--- src/rtl/blp_pkg.sv ---
package blp_pkg;
    typedef enum logic [0:0] {
        ROW_IDLE   = 1'b0,
        ROW_STREAM = 1'b1
    } row_state_e;
endpackage

--- src/rtl/blp_lane_fifo.sv ---
module blp_lane_fifo #(
    parameter int DATA_W = 16,
    parameter int DEPTH  = 4
) (
    input  logic                         clk,
    input  logic                         rst_n,
    input  logic                         push,
    input  logic [DATA_W-1:0]            wdata,
    input  logic                         pop,
    output logic [DATA_W-1:0]            rdata,
    output logic [$clog2(DEPTH):0]       count
);
    localparam int AW = $clog2(DEPTH);

    logic [DATA_W-1:0] mem [DEPTH];
    logic [AW:0]       wr_ptr;
    logic [AW:0]       rd_ptr;

    always_ff @(posedge clk or negedge rst_n) begin
        if (!rst_n) begin
            wr_ptr <= '0;
            rd_ptr <= '0;
        end else begin
            if (push) wr_ptr <= wr_ptr + 1'b1;
            if (pop)  rd_ptr <= rd_ptr + 1'b1;
        end
    end

    always_ff @(posedge clk) begin
        if (push) mem[wr_ptr[AW-1:0]] <= wdata;
    end

    assign rdata = mem[rd_ptr[AW-1:0]];
    assign count = wr_ptr - rd_ptr;
endmodule

--- src/rtl/blp_write_router.sv ---
module blp_write_router #(
    parameter int LANES  = 4,
    parameter int DATA_W = 16,
    parameter int DEPTH  = 4
) (
    input  logic                                   clk,
    input  logic                                   rst_n,
    input  logic                                   in_valid,
    input  logic [$clog2(LANES+1)-1:0]             in_cnt,
    input  logic [LANES*DATA_W-1:0]                in_data,
    input  logic [LANES*($clog2(DEPTH)+1)-1:0]     lane_count,
    output logic                                   in_ready,
    output logic [LANES-1:0]                       lane_push,
    output logic [LANES*DATA_W-1:0]                lane_wdata
);
    localparam int GW = $clog2(LANES+1);
    localparam int CW = $clog2(DEPTH) + 1;
    localparam int OW = $clog2(LANES);
    localparam int SW = $clog2(2*LANES) + 1;

    logic [SW-1:0]     wr_off;
    logic [SW-1:0]     n_eff;
    logic [SW-1:0]     sum_raw;
    logic [SW-1:0]     sum_wrap;
    logic [LANES-1:0]  tgt;
    logic [LANES-1:0]  room;
    logic              accept;
    logic [DATA_W-1:0] in_el [LANES];

    assign n_eff = (in_cnt == '0 || in_cnt > GW'(LANES)) ? SW'(LANES) : SW'(in_cnt);

    for (genvar e = 0; e < LANES; e++) begin : g_unpack
        assign in_el[e] = in_data[e*DATA_W +: DATA_W];
    end

    for (genvar l = 0; l < LANES; l++) begin : g_lane
        logic [SW-1:0] raw;
        logic [SW-1:0] idx;
        assign raw     = SW'(l + LANES) - wr_off;
        assign idx     = (raw >= SW'(LANES)) ? raw - SW'(LANES) : raw;
        assign tgt[l]  = idx < n_eff;
        assign room[l] = lane_count[l*CW +: CW] != CW'(DEPTH);
        assign lane_wdata[l*DATA_W +: DATA_W] = in_el[idx[OW-1:0]];
        assign lane_push[l] = accept & tgt[l];
    end

    assign in_ready = &(~tgt | room);
    assign accept   = in_valid & in_ready;
    assign sum_raw  = wr_off + n_eff;
    assign sum_wrap = (sum_raw >= SW'(LANES)) ? sum_raw - SW'(LANES) : sum_raw;

    always_ff @(posedge clk or negedge rst_n) begin
        if (!rst_n)      wr_off <= '0;
        else if (accept) wr_off <= sum_wrap;
    end
endmodule

--- src/rtl/blp_read_gather.sv ---
module blp_read_gather #(
    parameter int LANES  = 4,
    parameter int DATA_W = 16,
    parameter int DEPTH  = 4
) (
    input  logic                                   clk,
    input  logic                                   rst_n,
    input  logic                                   active,
    input  logic                                   pull_req,
    input  logic [$clog2(LANES+1)-1:0]             grant,
    input  logic [LANES*DATA_W-1:0]                lane_rdata,
    input  logic [LANES*($clog2(DEPTH)+1)-1:0]     lane_count,
    output logic                                   out_valid,
    output logic [LANES*DATA_W-1:0]                out_data,
    output logic [LANES-1:0]                       lane_pop
);
    localparam int GW = $clog2(LANES+1);
    localparam int CW = $clog2(DEPTH) + 1;
    localparam int OW = $clog2(LANES);
    localparam int SW = $clog2(2*LANES) + 1;

    logic [SW-1:0]     rd_off;
    logic [SW-1:0]     sum_raw;
    logic [SW-1:0]     sum_wrap;
    logic [LANES-1:0]  slot_ok;
    logic [LANES-1:0]  lane_has;
    logic [DATA_W-1:0] lane_el [LANES];

    for (genvar l = 0; l < LANES; l++) begin : g_view
        assign lane_el[l]  = lane_rdata[l*DATA_W +: DATA_W];
        assign lane_has[l] = lane_count[l*CW +: CW] != '0;
    end

    for (genvar j = 0; j < LANES; j++) begin : g_slot
        logic [SW-1:0] raw;
        logic [SW-1:0] src;
        logic          used;
        assign raw        = SW'(j) + rd_off;
        assign src        = (raw >= SW'(LANES)) ? raw - SW'(LANES) : raw;
        assign used       = GW'(j) < grant;
        assign slot_ok[j] = ~used | lane_has[src[OW-1:0]];
        assign out_data[j*DATA_W +: DATA_W] = used ? lane_el[src[OW-1:0]] : '0;
    end

    for (genvar l = 0; l < LANES; l++) begin : g_pop
        logic [SW-1:0] raw;
        logic [SW-1:0] idx;
        assign raw         = SW'(l + LANES) - rd_off;
        assign idx         = (raw >= SW'(LANES)) ? raw - SW'(LANES) : raw;
        assign lane_pop[l] = out_valid & (idx < SW'(grant));
    end

    assign out_valid = active & pull_req & (grant != '0) & (&slot_ok);
    assign sum_raw   = rd_off + SW'(grant);
    assign sum_wrap  = (sum_raw >= SW'(LANES)) ? sum_raw - SW'(LANES) : sum_raw;

    always_ff @(posedge clk or negedge rst_n) begin
        if (!rst_n)         rd_off <= '0;
        else if (out_valid) rd_off <= sum_wrap;
    end
endmodule

--- src/rtl/blp_row_ctrl.sv ---
module blp_row_ctrl
    import blp_pkg::*;
#(
    parameter int LANES = 4,
    parameter int LEN_W = 12
) (
    input  logic                        clk,
    input  logic                        rst_n,
    input  logic                        row_valid,
    input  logic [LEN_W-1:0]            row_len,
    output logic                        row_ready,
    input  logic [$clog2(LANES+1)-1:0]  pull_m,
    input  logic                        fire,
    output logic                        active,
    output logic [$clog2(LANES+1)-1:0]  grant,
    output logic                        last
);
    localparam int GW = $clog2(LANES+1);

    row_state_e       state, state_nx;
    logic [LEN_W-1:0] remain, remain_nx;
    logic [GW-1:0]    m_eff;

    always_ff @(posedge clk or negedge rst_n) begin
        if (!rst_n) begin
            state  <= ROW_IDLE;
            remain <= '0;
        end else begin
            state  <= state_nx;
            remain <= remain_nx;
        end
    end

    always_comb begin
        m_eff     = (pull_m == '0 || pull_m > GW'(LANES)) ? GW'(LANES) : pull_m;
        grant     = (remain < LEN_W'(m_eff)) ? GW'(remain) : m_eff;
        active    = (state == ROW_STREAM);
        last      = active && (remain <= LEN_W'(m_eff));
        state_nx  = state;
        remain_nx = remain;
        row_ready = 1'b0;
        unique case (state)
            ROW_IDLE: begin
                row_ready = 1'b1;
                if (row_valid && row_len != '0) begin
                    state_nx  = ROW_STREAM;
                    remain_nx = row_len;
                end
            end
            ROW_STREAM: begin
                if (fire) begin
                    if (last) begin
                        row_ready = 1'b1;
                        if (row_valid && row_len != '0) begin
                            remain_nx = row_len;
                        end else begin
                            state_nx  = ROW_IDLE;
                            remain_nx = '0;
                        end
                    end else begin
                        remain_nx = remain - LEN_W'(grant);
                    end
                end
            end
            default: begin
                state_nx  = ROW_IDLE;
                remain_nx = '0;
            end
        endcase
    end
endmodule

--- src/rtl/burst_lane_proxy.sv ---
module burst_lane_proxy #(
    parameter int LANES  = 4,
    parameter int DATA_W = 16,
    parameter int DEPTH  = 4,
    parameter int LEN_W  = 12
) (
    input  logic                               clk,
    input  logic                               rst_n,
    input  logic                               in_valid,
    output logic                               in_ready,
    input  logic [$clog2(LANES+1)-1:0]         in_cnt,
    input  logic [LANES*DATA_W-1:0]            in_data,
    input  logic                               row_valid,
    output logic                               row_ready,
    input  logic [LEN_W-1:0]                   row_len,
    input  logic                               pull_req,
    input  logic [$clog2(LANES+1)-1:0]         pull_m,
    output logic                               out_valid,
    output logic [$clog2(LANES+1)-1:0]         out_cnt,
    output logic                               out_last,
    output logic [LANES*DATA_W-1:0]            out_data
);
    localparam int GW = $clog2(LANES+1);
    localparam int CW = $clog2(DEPTH) + 1;

    logic [LANES-1:0]          lane_push;
    logic [LANES-1:0]          lane_pop;
    logic [LANES*DATA_W-1:0]   lane_wdata;
    logic [LANES*DATA_W-1:0]   lane_rdata;
    logic [LANES*CW-1:0]       lane_count_flat;
    logic                      active;
    logic                      last;
    logic [GW-1:0]             grant;

    for (genvar l = 0; l < LANES; l++) begin : g_fifo
        blp_lane_fifo #(.DATA_W(DATA_W), .DEPTH(DEPTH)) u_fifo (
            .clk   (clk),
            .rst_n (rst_n),
            .push  (lane_push[l]),
            .wdata (lane_wdata[l*DATA_W +: DATA_W]),
            .pop   (lane_pop[l]),
            .rdata (lane_rdata[l*DATA_W +: DATA_W]),
            .count (lane_count_flat[l*CW +: CW])
        );
    end

    blp_write_router #(.LANES(LANES), .DATA_W(DATA_W), .DEPTH(DEPTH)) u_wr (
        .clk        (clk),
        .rst_n      (rst_n),
        .in_valid   (in_valid),
        .in_cnt     (in_cnt),
        .in_data    (in_data),
        .lane_count (lane_count_flat),
        .in_ready   (in_ready),
        .lane_push  (lane_push),
        .lane_wdata (lane_wdata)
    );

    blp_row_ctrl #(.LANES(LANES), .LEN_W(LEN_W)) u_row (
        .clk       (clk),
        .rst_n     (rst_n),
        .row_valid (row_valid),
        .row_len   (row_len),
        .row_ready (row_ready),
        .pull_m    (pull_m),
        .fire      (out_valid),
        .active    (active),
        .grant     (grant),
        .last      (last)
    );

    blp_read_gather #(.LANES(LANES), .DATA_W(DATA_W), .DEPTH(DEPTH)) u_rd (
        .clk        (clk),
        .rst_n      (rst_n),
        .active     (active),
        .pull_req   (pull_req),
        .grant      (grant),
        .lane_rdata (lane_rdata),
        .lane_count (lane_count_flat),
        .out_valid  (out_valid),
        .out_data   (out_data),
        .lane_pop   (lane_pop)
    );

    assign out_cnt  = out_valid ? grant : '0;
    assign out_last = out_valid & last;
endmodule

--- config.mk ---
export PLATFORM = sky130hd
export DESIGN_NAME = burst_lane_proxy
export DESIGN_NICKNAME = d
export VERILOG_FILES = /design/src/rtl/blp_pkg.sv /design/src/rtl/blp_lane_fifo.sv /design/src/rtl/blp_write_router.sv /design/src/rtl/blp_read_gather.sv /design/src/rtl/blp_row_ctrl.sv /design/src/rtl/burst_lane_proxy.sv
export SDC_FILE = /design/constraint.sdc
export NUM_CORES = 1
export LEC_CHECK = 0
export BUFFER_PORTS_ARGS = -buffer_cell sky130_fd_sc_hd__buf_4
export CELL_PAD_IN_SITES_DETAIL_PLACEMENT = 0
export CELL_PAD_IN_SITES_GLOBAL_PLACEMENT = 2
export CORE_MARGIN = 8
export CORE_UTILIZATION = 35
export DETAILED_ROUTE_END_ITERATION = 10
export PLACE_DENSITY = 0.68
export SYNTH_ARGS = -nofsm -noshare
export SYNTH_HDL_FRONTEND = slang
export SYNTH_HIERARCHICAL = 1
export SYNTH_SLANG_ARGS = --single-unit
export TNS_END_PERCENT = 20
--- constraint.sdc ---
create_clock -name clk -period 9.6 [get_ports clk]
set_input_delay 0.96 -clock clk [delete_from_list [all_inputs] [get_ports clk]]
set_output_delay 0.96 -clock clk [all_outputs]
set_load 0.02 [all_outputs]
======== Word-level counts from Yosys, hierarchy flattened ========
Memories as Yosys holds them, arrays and structs flattened.
Index checks and enable logic that the tools add are counted.
storage, ports and cells
  bits in writable memories ............... 256
  input port bits ......................... 87
  memories kept ........................... 4
  output and inout port bits .............. 71
  bits in registers ....................... 45
operators by class
  reductions and logical operators ........ 15
  equal/unequal tests ..................... 6
  bitwise logic cells ..................... 32
  add/sub/neg operators ................... 40
  magnitude comparators ................... 42
  muxes and demuxes ....................... 74
memory list
  name                  depth  width  read ports  clocked after memory_dff  write ports  line                 source
  g_fifo[0].u_fifo.mem  4      16     1           0                         1            blp_lane_fifo.sv:15  logic [DATA_W-1:0] mem [DEPTH];
  g_fifo[1].u_fifo.mem  4      16     1           0                         1            blp_lane_fifo.sv:15
  g_fifo[2].u_fifo.mem  4      16     1           0                         1            blp_lane_fifo.sv:15
  g_fifo[3].u_fifo.mem  4      16     1           0                         1            blp_lane_fifo.sv:15
operators with widths
  kind                                                               count
  two-way mux 16 bit                                                 20
  binary-select mux 16 bit (select 2 bit)                            8
  greater-or-equal comparator 4 x 3 -> 1 bit, second input constant  14
  two-way mux 12 bit                                                 4
  two-way mux 4 bit                                                  10
  subtractor 4 x 3 -> 4 bit, second input constant                   10
  subtractor 3 x 4 -> 4 bit, first input constant                    8
  adder 3 x 1 -> 3 bit, second input constant                        8
  greater-or-equal comparator 3 bit, second input constant           8
  NOT 2 -> 3 bit                                                     8
  case mux 12 bit (2 select lines)                                   1
  two-way mux 1 bit                                                  17
  less-than comparator 4 x 3 -> 1 bit                                4
  less-than comparator 4 bit                                         4
  nonzero test 3 bit                                                 5
  bitwise AND 1 bit                                                  13
  <= comparator 12 x 3 -> 1 bit                                      1
  less-than comparator 12 x 3 -> 1 bit                               1
  less-than comparator 2 x 3 -> 1 bit, second input constant         4
  two-way mux 3 bit                                                  4
  inequality test 3 bit, second input constant                       4
  nonzero test 12 bit                                                1
  subtractor 12 x 3 -> 12 bit                                        1
  subtractor 3 bit                                                   4
  22 further kinds                                                   47

======== Logic depth before layout (Yosys ltp) ========
Gate-level depths: netlist of the first run.
  word-level depth ........................ 12
  depth in mapped cells ................... 21

======== By module ========
The synthesis of the first run kept the hierarchy.
modules (own cells, without submodules)
  module            seq. area each (um^2)  area each (um^2)  cells an instance  instances
  blp_lane_fifo     2072.0                 2711.4            115                4
  blp_read_gather   100.1                  2566.2            263                1
  blp_write_router  100.1                  2336.0            169                1
  blp_row_ctrl      325.3                  1134.8            136                1
  burst_lane_proxy  0.0                    25.0              4                  1

======== Least setup slack after synthesis of the first run ========
No wires, ideal clock.
  kind .................................... input -> output
  start point ............................. input port pull_m[0]
  end point ............................... output port row_ready
  data required time ...................... 8.640 ns
  cell stages on the path ................. 19
  arrival ................................. 4.975 ns
  buffers on the path ..................... 1
  slack ................................... 3.665 ns
  path through ............................ or2_2 > ha_1 > nor2b_1 > inv_1 > ha_1 > a211oi_1 > nand2_1 > nor2_1 > mux2i_1 > inv_1 > inv_1 > maj3_1 > a21oi_1 > or4_1 > buf_4 > inv_1 > inv_1 > o31a_1 > inv_1
between the ends
  word-level cells in the longest chain between the ends .. 12
  elaborated cells between the ends (all ways) .. 27
  those cells by class .................... 7 x order compare; 5 x mux; 10 x bitwise; 5 x reduce/logical
ends and longest elaborated chain
  item                                                                                        line                    source
  start, declared                                                                             burst_lane_proxy.sv:17  input logic [$clog2(LANES+1)-1:0] pull_m,
  > comparator 3 bit or logical NOT 3 bit (tied branches)                                     blp_row_ctrl.sv:35      m_eff = (pull_m == '0 || pull_m > GW'(LANES)) ? GW'(LANES) : pull_m;
  logical OR 1 bit                                                                            blp_row_ctrl.sv:35
  two-way mux 3 bit (*)                                                                       blp_row_ctrl.sv:35
  less-than comparator 12 x 3 -> 1 bit                                                        blp_row_ctrl.sv:36      grant = (remain < LEN_W'(m_eff)) ? GW'(remain) : m_eff;
  two-way mux 3 bit (*)                                                                       blp_row_ctrl.sv:36
  net grant[1]                                                                                burst_lane_proxy.sv:33  logic [GW-1:0] grant;
  less-than comparator 1 x 3 -> 1 bit or less-than comparator 2 x 3 -> 1 bit (tied branches)  blp_read_gather.sv:40   assign used = GW'(j) < grant;
  NOT 1 bit                                                                                   blp_read_gather.sv:41   assign slot_ok[j] = ~used | lane_has[src[OW-1:0]];
  OR 1 bit                                                                                    blp_read_gather.sv:41
  AND reduction 4 bit                                                                         blp_read_gather.sv:53   assign out_valid = active & pull_req & (grant != '0) & (&slot_ok);
  bitwise AND 1 bit (*)                                                                       blp_read_gather.sv:53
  net out_valid                                                                               burst_lane_proxy.sv:18  output logic out_valid,
  two-way mux 1 bit (*)                                                                       blp_row_ctrl.sv:51      if (fire) begin
  case mux 1 bit (2 select lines) (*)                                                         blp_row_ctrl.sv:42      unique case (state)
  end, declared                                                                               burst_lane_proxy.sv:14  output logic row_ready,
Mark *: on every way through the listed nets, which the timed path passes. The rest lies on a longest branch.

======== Worst setup path after layout of the first run ========
  start point ............................. input port pull_m[0]
  end point ............................... output port row_ready
between the ends
  word-level cells in the longest chain between the ends .. 12
  elaborated cells between the ends (all ways) .. 27
  those cells by class .................... 7 x order compare; 5 x mux; 10 x bitwise; 5 x reduce/logical
ends and longest elaborated chain
  item                                                                                        line
  > comparator 3 bit or logical NOT 3 bit (tied branches)                                     blp_row_ctrl.sv:35
  logical OR 1 bit                                                                            blp_row_ctrl.sv:35
  two-way mux 3 bit (*)                                                                       blp_row_ctrl.sv:35
  less-than comparator 12 x 3 -> 1 bit                                                        blp_row_ctrl.sv:36
  two-way mux 3 bit (*)                                                                       blp_row_ctrl.sv:36
  net grant[2]                                                                                burst_lane_proxy.sv:33
  less-than comparator 1 x 3 -> 1 bit or less-than comparator 2 x 3 -> 1 bit (tied branches)  blp_read_gather.sv:40
  NOT 1 bit                                                                                   blp_read_gather.sv:41
  OR 1 bit                                                                                    blp_read_gather.sv:41
  AND reduction 4 bit                                                                         blp_read_gather.sv:53
  bitwise AND 1 bit (*)                                                                       blp_read_gather.sv:53
  two-way mux 1 bit (*)                                                                       blp_row_ctrl.sv:51
  case mux 1 bit (2 select lines) (*)                                                         blp_row_ctrl.sv:42
Marks and branches as above.

==> results of run 1 <==
[flip-flops by register name, indices dropped and copies added, names as in the netlist]
name / cells
g_fifo.u_fifo/rd_ptr: 12
g_fifo.u_fifo/wr_ptr: 12
u_wr/wr_off: 4
u_row/remain: 12
g_fifo.u_fifo/mem: 256
u_rd/rd_off: 4
u_row/active: 1
[logic make-up after synthesis]
group / count (synthesis)
flops: 301
mux: 210
simple gates: 188
compound gates: 109
buf+inv: 108
fa+ha+maj: 78
xor+xnor: 38
[critical path, stage by stage]
cell and delay (ns):
buf_4 0.11, or2_2 0.29, ha_1 0.29, nor2b_1 0.21
inv_1 0.07, ha_1 0.18, a211oi_1 0.27, nand2_1 0.10
nor2_1 0.26, mux2i_1 0.30, inv_1 0.38, a21oi_4 0.60
and2_1 0.21, o221ai_1 0.12, or4_1 0.68, inv_1 0.31
inv_1 0.07, o31a_1 0.40, inv_1 0.13, buf_4 0.15
[cell type report]
type                            instances  area, µm²  area share, %
Multi-Input combinational cell        623       7530           38.4
Sequential cell                       301       8820           45.0
Clock inverter                         22        161          0.823
Tap cell                              615        769           3.92
Timing Repair Buffer                  168       1260           6.43
Inverter                               49        184          0.937
Clock buffer                           38        887           4.52
[metal layers]
layer	wire, µm	vias to the layer above
li1	-	4455
met1	21900	5164
met2	19100	279
met3	2670	50
met4	850	0
met5	0	-
[metrics by stage]
stage / setup slack (ns) / utilization, %
4_1_cts: 2.46 / 41.1
3_3_place_gp: 2.61 / 38.9
3_5_place_dp: 2.46 / 38.9
2_1_floorplan: 3.67 / -
6_report: 2.56 / 41.1
5_1_grt: 2.18 / 41.1
[placed cells by master (no fill, tap or decap), types with 4 or more instances in the layout]
cell       instances
nand2_1           26
a21o_1             4
dfrtp_1           43
mux4_2           132
nor3b_1            4
xnor2_1           18
nor3_1            12
clkinv_2          10
inv_1             44
nand2b_1           5
mux4_1            28
ha_1              67
mux2_2             5
o21ai_0           17
buf_4            168
a21oi_1           10
nor4_1             9
nor2_1            20
edfxtp_1         256
fa_1               9
clkbuf_16         35
xor2_1            20
nor2b_1           10
o21a_1             4
mux2_4             4
o22ai_1           18
clkinv_1           8
mux2i_1           41
nand3_1            5
a211o_1            4
and2_1            73
o21ai_1            5
a211oi_1          19
[worst paths after layout]
check	to	slack [ns]
hold reg to reg	g_fifo[2].u_fifo/wr_ptr[2]	0.48
hold / removal	u_wr/wr_off[1]	0.45
min in group clk	g_fifo[2].u_fifo/wr_ptr[2]	0.48
max in group asynchronous	u_rd/rd_off[0]	8.61
setup reg to reg	g_fifo[1].u_fifo/mem[3][14]	4.40
setup / recovery	row_ready	2.56
==> results.cfg, run 1 <==
[floorplan]
rows = 80
die-area_mm2 = 0.0556
die_y_um = 236
die_x_um = 236
pin_count = 158
fp.coreArea_mm2 = 0.0477
initial_core_util_pct = 35.4

[timing]
max_freq_ghz = 0.142
rsz0062_at_grt = no
maxSlewViolCount = 0
fin_skew_ns = 0.0299
tns_ns = 0
post-route-period-util_pct = 73.3
setup_violations = 0
hold_viol = 0
tightest_slew_ns = 1.11
holdWs_ns = 0.448
period_minus_slack_ns = 7.04
slew_headroom_pct = 26.3

[synthesis]
syn_area_mm2 = 0.0169
synthXorXnorAreaFrac_pct = 1.97
synth_seq_area_share_pct = 52.1
avgSynthCellArea_um2 = 16.4
yosysTopAreaCellShare_pct = 45.5
synthMuxAreaShare_pct = 25.0
synth_compound_area_share_pct = 4.85
yosysTopAreaCell = edfxtp_1
synth_fp_nets = 1196
yosys-top-cells-count = edfxtp_1 (256), mux4_2 (132), and2_1 (73), ha_1 (68), dfrtp_1 (45)
synth_simple_gate_area_share_pct = 6.52
ys_ff_latch = 301
synth_cell_type_count = 76
synth_fa_ha_area_share_pct = 6.16
synth_ff_type = edfxtp_1
synth_edf_count = 256
yosysWarningCount = 6
syn_inst = 1032
synth_top_family_by_area = multiplexers
yosys-top-cells-area = edfxtp_1 (45%), mux4_2 (18%), dfrtp_1 (6.7%), ha_1 (5.0%), mux4_1 (4.4%)
synth.most_common_cell = edfxtp_1
ys_async_sr_fraction_pct = 15.0

[global_route]
grt_pass1_wl_mm = 66.7
grt_util_all_layers_pct = 15.8
antenna_found_initial = 3
gr-usage-met2_pct = 23.0
grt_busiest_layer = met1
grt_start_max_net_pins = 65
gr-total-overflow = 0
globalRouteMet1Util_pct = 24.0
grt_use_met3_pct = 3.35
grt_pass1_vias = 10100

[placement]
gp_congestion = 0.766
placed_area_mm2 = 0.0186
io_buffers = 157
dp_hpwl_mm = 33.3
place_inst = 1756

[worst_setup_path]
required_ns = 8.64
crit_start = pull_m[0]
reg2regPathDepth = 11
critical_path_arrival_ns = 6.08
worstSetupPathType = in2out
crit_path_start_kind = input pin
r2r-start = u_wr/wr_off[1]
crit_fanout = 20
worst_setup_path_end_kind = primary output

[clock_tree]
h-tree-depth = 2
clock-sinks = 301
clkTransAtPathRegs_ns = 0.06
clock_path_buffers = 3
cts_tree = built
post_cts_buffers = 0
numCtsBuffers = 34
clk_latency_ns = 0.55
hold_buffers = 0
cts_resized = 0
clock-root-buffer = clkbuf_16

[min_path]
hp-class = in2async

[final_layout]
n_antenna_cell = 0
design_area_mm2 = 0.0196
fillers = 4274
fin_nets = 1341
fin_cells = 1816
synthToLayoutAreaGrowth_pct = 16.0
drive_gt1_share_pct = 32.0

[job]
max_cap_viol_count = 0

[routing]
drtIter0Drc = 694
firstDrtPassIters = 5
finalWirelength_mm = 44.5
num_vias = 9948
drtAntennaViolNets = 0
drc = 0
post_drt_wl_per_cell_um = 24.5
viasPerCell = 5.48

[outcome]
status = finished clean
Power of run 1 is left out: the tool's default activity adds up to more than one toggle a clock period on the data nets, which glitch-free logic cannot reach.
==> run 2: changes to the inputs <==
ABC_AREA = 1   (was not set)
CORE_UTILIZATION = 34   (was 35)
PLACE_DENSITY = 0.8   (was 0.68)
clock period = 5.9 ns   (was 9.6 ns; I/O delays follow)
==> results.cfg, run 2 <==
[outcome]
status = finished clean

[timing]
maxSlewViolCount = 0
rsz0062_at_grt = no
tightest_slew_ns = 1.17
slew_headroom_pct = 21.5
period_minus_slack_ns = 5.08
fin_skew_ns = 0.0125
post-route-period-util_pct = 86.2
tns_ns = 0
max_freq_ghz = 0.197
hold_viol = 0
setup_violations = 0
finalWorstSetupSlack_ns = 0.815

[worst_setup_path]
worstSetupPathType = in2out
required_ns = 5.31
critical_path_arrival_ns = 4.49
worst_setup_path_end_kind = primary output
crit_path_start_kind = input pin
crit_fanout = 17

[routing]
drtIter0Drc = 926
num_vias = 14400
viasPerCell = 4.76
firstDrtPassIters = 6
drc = 0
finalWirelength_mm = 58.0
drtAntennaViolNets = 0
post_drt_wl_per_cell_um = 19.2

[synthesis]
avgSynthCellArea_um2 = 8.46
yosysTopAreaCellShare_pct = 41.7
synth_edf_count = 256
yosysTopAreaCell = edfxtp_1
syn_area_mm2 = 0.0184
syn_inst = 2178
yosys-top-cells-count = nand2_1 (665), inv_1 (409), edfxtp_1 (256), nand3_1 (187), mux2i_1 (96)
synth.most_common_cell = nand2_1
synth_seq_area_share_pct = 47.8
ys_async_sr_fraction_pct = 15.0
yosysWarningCount = 6
ys_ff_latch = 301
yosys-top-cells-area = edfxtp_1 (42%), nand2_1 (14%), inv_1 (8.3%), dfrtp_1 (6.1%), mux2i_1 (5.2%)
synth_cell_type_count = 43
synth_fp_nets = 2342
synth_ff_type = edfxtp_1

[placement]
gp_congestion = 0.838
post-place-ws_ns = 0.798
placed_area_mm2 = 0.0200
io_buffers = 157
dp_hpwl_mm = 42.7

[clock_tree]
numCtsBuffers = 36
clock-root-buffer = clkbuf_16
cts_tree = built
cts_resized = 0
post_cts_buffers = 0
clkTransAtPathRegs_ns = 0.06
clock-sinks = 301
h-tree-depth = 2
clk_latency_ns = 0.55
clock_path_buffers = 3
hold_buffers = 0

[final_layout]
n_antenna_cell = 0
largest_register_ffs = 256
fin_nets = 2458
final_cell_mix = nand2_1 (665), inv_1 (409), edfxtp_1 (256)
drive_gt1_share_pct = 12.5
fillers = 5330
design_area_mm2 = 0.0212
synthToLayoutAreaGrowth_pct = 14.9
final_common_cell = nand2_1

[job]
max_cap_viol_count = 0

[global_route]
grt_start_max_net_pins = 55
grt_pass1_vias = 13800
globalRouteMet1Util_pct = 23.7
gr-total-overflow = 0
grt_pass1_wl_mm = 87.5
grt_util_all_layers_pct = 18.4
grt_busiest_layer = met2
antenna_found_initial = 0
grt_use_met3_pct = 2.12
gr-usage-met2_pct = 32.5

[floorplan]
die_x_um = 249
die-area_mm2 = 0.0619
die_y_um = 249
initial_core_util_pct = 34.3
pin_count = 158
fp.coreArea_mm2 = 0.0537
rows = 85

[min_path]
hp-class = in2async

[power_and_ir_drop]
leakage_nw = 10.3
ir_worst_vdd_uv = 341
powerDensity_mw_per_mm2 = 675
## run 2: report_power, final
part	internal, W	switching, W
combinational	0.00245	0.00586
clock	0.00136	0.000894
sequential	0.00343	0.000311
total	0.00724	0.00707
## run 2: layout make-up
cell class                      instances  area [µm²]  area share, %
Sequential cell                       301        8820           41.7
Multi-Input combinational cell       1355        7350           34.7
Inverter                              425        1620           7.63
Timing Repair Buffer                  175        1310           6.20
Clock buffer                           42         976           4.61
Tap cell                              696         871           4.11
Clock inverter                         23         226           1.07
## run 2: cells by family after synthesis
| family | count (synthesis) | synth area share, % |
|---|---|---|
| adder cells (fa/ha/maj) | 77 | 5.59 |
| buffers and inverters | 522 | 12.3 |
| flip-flops | 301 | 47.8 |
| XOR/XNOR | 26 | 1.24 |
| AO/OA/AOI/OAI | 194 | 5.79 |
| multiplexers | 96 | 5.21 |
| AND/OR/NAND/NOR | 962 | 22.1 |
## run 2: critical path, cell delays in order
cell     delay [ns]
buf_4          0.11
or2_2          0.28
ha_1           0.29
inv_1          0.06
nand2_1        0.07
ha_1           0.30
nand2_1        0.07
nand2_1        0.04
nand2_1        0.07
nand3_1        0.16
o21ai_0        0.48
inv_1          0.33
nand2_1        0.12
nand2_1        0.11
nand2_2        0.35
nand2_1        0.09
nand2_1        0.08
inv_2          0.06
nor2_8         0.13
nand3_4        0.14
inv_1          0.22
nand2_1        0.08
nand2_1        0.08
buf_4          0.16
## run 2: worst paths after layout
path,from,endpoint,slack (ns),cells after the start
worst min-delay path,rst_n,u_row/remain[2],0.14,1
max in group asynchronous,rst_n,u_rd/rd_off[0],5.05,1
worst max-delay path,pull_m[0],row_ready,0.82,24
worst min register to register,g_fifo[0].u_fifo/wr_ptr[0],g_fifo[0].u_fifo/wr_ptr[0],0.54,1
min in group clk,row_len[1],u_row/remain[1],0.31,3
worst max register to register,u_wr/wr_off[1],g_fifo[3].u_fifo/mem[3][4],1.34,16
## run 2: layer usage
metal,routed length [µm],part of all wire (%),vias up
li1,-,-,7192
met4,1200,2.1,0
met3,2690,4.6,53
met1,25300,44,6753
met5,0,0,-
met2,28800,50,373
## run 2: per-stage QoR
step,hold WS [ns],power [W],instances,util [%]
floorplan,0.294,0.00915,2178,-
global placement,0.515,0.0121,2952,37.2
detailed placement,0.525,0.0122,2952,37.2
CTS,0.163,0.0145,3017,39.4
global route,0.184,0.0153,3017,39.4
finish,0.139,0.0143,3017,39.4
Note: power is estimated with default switching activity, not from simulation.
